**src/rtl/sar_pkg.sv**
```systemverilog
package sar_pkg;
    localparam int RES_W  = 12;
    localparam int NIB_W  = 4;
    localparam int IDX_W  = $clog2(RES_W);
    localparam int CONV_CYC = RES_W + 1;

    typedef logic [RES_W-1:0] word_t;
    typedef logic [IDX_W-1:0] idx_t;

    typedef enum logic [1:0] {
        ST_IDLE   = 2'd0,
        ST_SETTLE = 2'd1,
        ST_DECIDE = 2'd2
    } seq_st_e;

    typedef struct packed {
        seq_st_e st;
        idx_t    idx;
        word_t   sar;
        word_t   result;
        logic    busy_n;
    } seq_regs_t;

    // Fold the result onto the bus according to the byte select.
    function automatic word_t bus_view(word_t w, logic hb);
        word_t v;
        if (!hb) begin
            v = w;
        end else begin
            v = '0;
            v[RES_W-1 -: NIB_W] = w[RES_W-1 -: NIB_W];
            v[NIB_W-1:0]        = w[RES_W-1 -: NIB_W];
        end
        return v;
    endfunction

    // Resolve bit idx with the comparator decision and arm the next trial bit.
    function automatic word_t sar_step(word_t s, idx_t idx, logic keep);
        word_t r;
        r = s;
        r[idx] = keep;
        if (idx != '0) r[idx - 1'b1] = 1'b1;
        return r;
    endfunction
endpackage

```
**src/rtl/sar_start_det.sv**
```systemverilog
module sar_start_det (
    input  logic clk,
    input  logic rst,
    input  logic cs_n,
    input  logic rd_n,
    input  logic hbyte,
    output logic start
);
    logic sel_now;
    logic sel_q;

    assign sel_now = ~cs_n & ~rd_n;

    always_ff @(posedge clk) begin
        if (rst) sel_q <= 1'b0;
        else     sel_q <= sel_now;
    end

    // Fresh select/read edge with the byte select low.
    assign start = sel_now & ~sel_q & ~hbyte;
endmodule

```
**src/rtl/sar_seq.sv**
```systemverilog
module sar_seq
    import sar_pkg::*;
(
    input  logic  clk,
    input  logic  rst,
    input  logic  start,
    input  logic  cmp_hi,
    output word_t trial,
    output word_t result,
    output logic  busy_n
);
    seq_regs_t q, d;

    always_comb begin
        d = q;
        unique case (q.st)
            ST_IDLE: begin
                if (start) begin
                    d.sar    = '0;
                    d.busy_n = 1'b0;
                    d.st     = ST_SETTLE;
                end
            end
            ST_SETTLE: begin
                d.sar          = '0;
                d.sar[RES_W-1] = 1'b1;
                d.idx          = idx_t'(RES_W - 1);
                d.st           = ST_DECIDE;
            end
            ST_DECIDE: begin
                d.sar = sar_step(q.sar, q.idx, cmp_hi);
                if (q.idx == '0) begin
                    d.result = d.sar;
                    d.busy_n = 1'b1;
                    d.st     = ST_IDLE;
                end else begin
                    d.idx = q.idx - 1'b1;
                end
            end
            default: d.st = ST_IDLE;
        endcase
    end

    always_ff @(posedge clk) begin
        if (rst) begin
            q.st     <= ST_IDLE;
            q.idx    <= '0;
            q.sar    <= '0;
            q.result <= '0;
            q.busy_n <= 1'b1;
        end else begin
            q <= d;
        end
    end

    assign trial  = q.sar;
    assign result = q.result;
    assign busy_n = q.busy_n;
endmodule

```
**src/rtl/sar_bus_mux.sv**
```systemverilog
module sar_bus_mux
    import sar_pkg::*;
(
    input  logic  cs_n,
    input  logic  rd_n,
    input  logic  hbyte,
    input  word_t result,
    output word_t data_o,
    output logic  data_oe
);
    assign data_oe = ~cs_n & ~rd_n;
    assign data_o  = data_oe ? bus_view(result, hbyte) : '0;
endmodule

```
**src/rtl/sar_ctrl_core.sv**
```systemverilog
module sar_ctrl_core
    import sar_pkg::*;
(
    input  logic              clk,
    input  logic              rst,
    input  logic              cs_n,
    input  logic              rd_n,
    input  logic              hbyte,
    input  logic              cmp_hi,
    output logic [RES_W-1:0]  trial_code,
    output logic              busy_n,
    output logic [RES_W-1:0]  data_o,
    output logic              data_oe
);
    logic  start;
    word_t result_w;

    sar_start_det u_det (
        .clk   (clk),
        .rst   (rst),
        .cs_n  (cs_n),
        .rd_n  (rd_n),
        .hbyte (hbyte),
        .start (start)
    );

    sar_seq u_seq (
        .clk    (clk),
        .rst    (rst),
        .start  (start),
        .cmp_hi (cmp_hi),
        .trial  (trial_code),
        .result (result_w),
        .busy_n (busy_n)
    );

    sar_bus_mux u_mux (
        .cs_n    (cs_n),
        .rd_n    (rd_n),
        .hbyte   (hbyte),
        .result  (result_w),
        .data_o  (data_o),
        .data_oe (data_oe)
    );
endmodule

```
**config.mk**
```make
export PLATFORM = sky130hd
export DESIGN_NAME = sar_ctrl_core
export DESIGN_NICKNAME = d
export VERILOG_FILES = /design/src/rtl/sar_pkg.sv /design/src/rtl/sar_start_det.sv /design/src/rtl/sar_seq.sv /design/src/rtl/sar_bus_mux.sv /design/src/rtl/sar_ctrl_core.sv
export SDC_FILE = /design/constraint.sdc
export NUM_CORES = 1
export LEC_CHECK = 0
export BUFFER_PORTS_ARGS = -buffer_cell sky130_fd_sc_hd__buf_2
export CORE_UTILIZATION = 51
export DETAILED_ROUTE_END_ITERATION = 10
export GPL_ROUTABILITY_DRIVEN = 0
export PLACE_DENSITY = 0.84
export RECOVER_POWER = 50
export SYNTH_ARGS = -nofsm -noshare
export SYNTH_HDL_FRONTEND = slang
export SYNTH_SLANG_ARGS = --single-unit
```
**constraint.sdc**
```tcl
create_clock -name clk -period 4 [get_ports clk]
set_clock_uncertainty 0.2 [all_clocks]
set_input_delay 0.8 -clock clk [delete_from_list [all_inputs] [get_ports clk]]
set_output_delay 0.8 -clock clk [all_outputs]
set_load 0.1 [all_outputs]
```
Yosys cells after proc, flatten, opt, wreduce, memory -nomap -nowiden
Index checks and enable logic that the tools add are counted.
Word-level totals
  flip-flop bits (word level): 32
  input bits: 6
Operators by class
  $add $sub $neg: 1
  $lt $le $gt $ge: 4
  equality and inequality tests: 5
  muxes and demuxes: 18
  bitwise operators: 8
  reduce and logical (&&, ||, !) cells: 13
Operators by type and width (number)
  $mux 12: 3
  $pmux 12 s3: 1
  $bwmux 12: 1
  $or 12x12->12: 1
  $lt 4x5->1 const B: 2
  $demux 1 s4: 2
  $ge 4x1->1 const B: 2
  $mux 8: 1
  $pmux 4 s2: 1
  $reduce_and 2->1: 4
  $pmux 2 s3: 1
  $logic_not 4->1: 1
  $mux 1: 4
  $mux 2: 2
  $mux 4: 1
  $ne 2x2->1 const B: 2
  $not 1->1: 4
  $reduce_bool 2->1: 2
  $reduce_bool 4->1: 1
  $sub 4x1->4 const B: 1
  $and 1x1->1: 3
  $reduce_and 3->1: 1
  $reduce_bool 3->1: 1
  $eq 2x1->1 const B: 1
  5 further kinds: 6

Logic depth before layout (Yosys ltp)
  depth in word-level cells: 8
  mapped depth: 8
  gate-level depth less buffers: 6

Modules after synthesis
A second synthesis with hierarchy kept.
Second synthesis, totals
  cells, all modules: 243
  area total of the unflattened synthesis: 2088.3 um^2
By module, submodules not included
  sar_seq: instances 1, cells each 221, area each 1916.8 um^2
  sar_bus_mux: instances 1, cells each 19, area each 133.9 um^2
  sar_start_det: instances 1, cells each 3, area each 37.5 um^2

Least setup slack after synthesis
Ideal clock, no wire load.
  path kind: in2out
  start: input rd_n
  end: output data_o[10]
  arrival time: 2.737 ns
  required time: 3.000 ns
  slack: 0.263 ns
  stages on the path: 4
  path buffers: 1
  path through: or2_2 clkbuf_1 inv_1 and2_1
Between the ends
  word-level cells in the longest chain between the ends: 3
Ends and longest elaborated chain
  from (decl): RTL line sar_ctrl_core.sv:7  | input logic rd_n,
  $not 1->1: RTL line sar_bus_mux.sv:11  | assign data_oe = ~cs_n & ~rd_n;
  $and 1x1->1: RTL line sar_bus_mux.sv:11
  via data_oe: RTL line sar_ctrl_core.sv:13  | output logic data_oe
  $mux 12: RTL line sar_bus_mux.sv:12  | assign data_o = data_oe ? bus_view(result, hbyte) : '0;
  to (decl): RTL line sar_ctrl_core.sv:12  | output logic [RES_W-1:0] data_o,
The timed path passes the listed nets, and every way through them passes these cells.

Worst setup path in the final report
  start: input rd_n
  end: output data_o[6]
Between the ends
  word-level cells in the longest chain between the ends: 3
Ends and longest elaborated chain (RTL line)
  $not 1->1: sar_bus_mux.sv:11
  $and 1x1->1: sar_bus_mux.sv:11
  $mux 12: sar_bus_mux.sv:12
No other way between the ends.

==> impl_metrics.ini <==
[layout]
diodes = 0
fin_area_um2 = 2170
area_growth_pct = 6.19
nets = 270
final_cells = 302
fillers = 353
mostFrequentLayoutCell = dfxtp_1
drive_above_1_share_pct = 12.6
final_cell_mix = dfxtp_1 (32), nor2_1 (26), nand2_1 (22), buf_2 (17)

[clock_network]
clkSinkCount = 32
cts.path.max_buffers = 2
clk_pin_slew_worst_paths_ps = 60
h-tree-depth = 2
clockRootBuffer = clkbuf_8
hold_buffers = 0
cts_tree = built
cts_resized = 0
cts_buffers = 5
post_cts_buffers = 0
clk_latency_ps = 280

[synthesis]
yosysUniqueCellTypes = 49
async_flop_share_pct = 0
ys_seq_area_share_pct = 31.4
synth_edf_count = 0
synth_nets = 259
synthCells = 242
synth_ff_type = dfxtp_1
yosysWarnings = 0
synth_seq_cells = 32
synth_area_um2 = 2040
syn_area_per_cell_um2 = 8.43

[floorplan]
rows = 22
die_area_um2 = 4260
initial_core_util_pct = 54.5
ios = 32
core_um2 = 3740
die_w_um = 65.3
fp.dieH_um = 65.3

[sta]
fin_crit_ps = 3040
setup_viol = 0
max_freq_mhz = 329
hold_viol = 0
finalCritPeriodShare_pct = 76.0
drv_slew = 0
final.setup.tns_ps = 0
rsz0062_at_grt = false
fin_ws_ps = 959
tightestPinTransition_ps = 1180
max_slew_margin_pct = 21.3

[flow_run]
maxCapViolCount = 0

[place]
hpwl_mm = 3.16
placed_cell_area_um2 = 2100
place_ws_ps = 946
portBuffers = 31
dp.cells = 294

[grt]
grt_util_all_layers_pct = 22.3
gr-total-overflow = 0
antenna_found_initial = 0
grt_first_pass_wirelength_mm = 7.42
grt_pass1_vias = 1648
grt_max_degree = 27

[route]
vias = 1777
dr.pass1.iters = 5
drt-initial-drc-count = 116
ant_nets = 0
drt_wl_total_mm = 4.43
vias_per_cell = 5.88
wl_per_cell_um = 14.7
post-route-drc-count = 0

[worst_setup_path]
max_stage_delay_ps = 420
critPathMostFrequentCell = buf_2
cp.required_ps = 3000
crit_start = rd_n
path_class = in -> out
cp-end-kind = output pin
worst_path_max_delay_cell = buf_2
arrival_ps = 2040
crit_buf_inv = 2
path_cells = buf_2 -> or2_2 -> nor2_1 -> and2_1 -> buf_2
r2r-start = u_seq.q[25]$_SDFFE_PP0P_
critical-path-top-delay-family = simple AND/OR/NAND/NOR gates
crit_fanout = 7
startpoint_type = input port

[power]
leakage_nw = 0.853
total_power_mw = 1.35
cellPowerDensity_nw_per_um2 = 625
ir_drop_mv = 0.237

[min_path]
hold_path_class = reg -> reg
hp-start = u_seq.busy_n$_SDFFE_PP1P_

[status]
status = finished, final reports clean
## sequential cells by signal, summed over array words and instances (netlist names)
| name | flops |
|---|---|
| u_det.sel_q | 1 |
| u_seq.trial | 12 |
| u_seq.busy_n | 1 |
| u_seq.result | 12 |
| u_seq.q | 6 |
## routing by layer
metal / GRT usage [%] / part of all wire, % / vias up
met3: 5.38 / 5.6 / 8
li1: - / - / 872
met5: 0 / 0 / -
met2: 36.5 / 46 / 63
met4: 7.61 / 1.3 / 0
met1: 28.5 / 47 / 834
## power breakdown
part	switching, mW	total, mW	internal (mW)
Clock	0.112	0.252	0.140
Combinational	0.458	0.675	0.217
Sequential	0.0660	0.427	0.361
Total	0.635	1.35	0.719
## area by class of cell
type                    count  area [um^2]  share of cell area [%]
repair buffers             31          138                    6.35
inverters                  10         37.5                    1.73
multi-input cells         173         1200                    55.4
flip-flops and latches     32          641                    29.6
well taps                  48         60.1                    2.77
clock buffers               8         90.1                    4.16
## cell usage after synthesis (all sizes together), types with 2 or more instances
| cell type | n | area share [%] |
|---|---|---|
| o2111ai | 2 | 0.86 |
| or3 | 2 | 0.61 |
| buf | 16 | 5.7 |
| nor2 | 26 | 4.8 |
| clkbuf | 11 | 2.1 |
| a21boi | 3 | 1.1 |
| and2 | 8 | 2.5 |
| or3b | 2 | 0.86 |
| nand2 | 22 | 4.2 |
| dfxtp | 32 | 31 |
| mux2i | 16 | 7.8 |
| a211oi | 9 | 3.3 |
| or2 | 2 | 0.61 |
| o221ai | 5 | 2.1 |
| nand4b | 2 | 0.86 |
| a22oi | 5 | 1.8 |
| o21bai | 2 | 0.74 |
| nand2b | 2 | 0.61 |
| nand3 | 7 | 1.7 |
| o21ai | 13 | 3.2 |
| nand3b | 4 | 1.5 |
| nor2b | 3 | 0.92 |
| a21oi | 6 | 1.5 |
| ha | 11 | 6.7 |
| mux2 | 3 | 1.7 |
| and3 | 2 | 0.61 |
| inv | 10 | 1.8 |
## through the flow
step,hold WS (ps),utilization (%)
detailed placement,260,56.0
global placement,250,56.0
global route,290,57.9
finish,268,57.9
CTS,268,58.4
floorplan,242,-
## cells by family (layout without fill, tap and decap cells)
kind of cell	Yosys count	after routing	synth area share, %
multiplexers	19	19	9.50
flip-flops	32	32	31.4
AND/OR/NAND/NOR	86	86	21.9
adder cells (fa/ha/maj)	11	11	6.74
buffers and inverters	37	49	9.63
AO/OA/AOI/OAI	57	57	20.8
## tightest hold or removal path, cell delays in order, from the launching register on
cell     delay, ps
dfxtp_1        320
nand2_1         60
nand2_1         40
## worst paths after layout
path                               end  slack [ps]  cells past startpoint
max                          data_o[6]         960                      5
min          u_seq.busy_n$_SDFFE_PP1P_         270                      2
max reg2reg   u_seq.q[29]$_SDFFE_PP0P_        1490                      6
min reg2reg  u_seq.busy_n$_SDFFE_PP1P_         270                      2
Power figures use the tool's default switching activity.
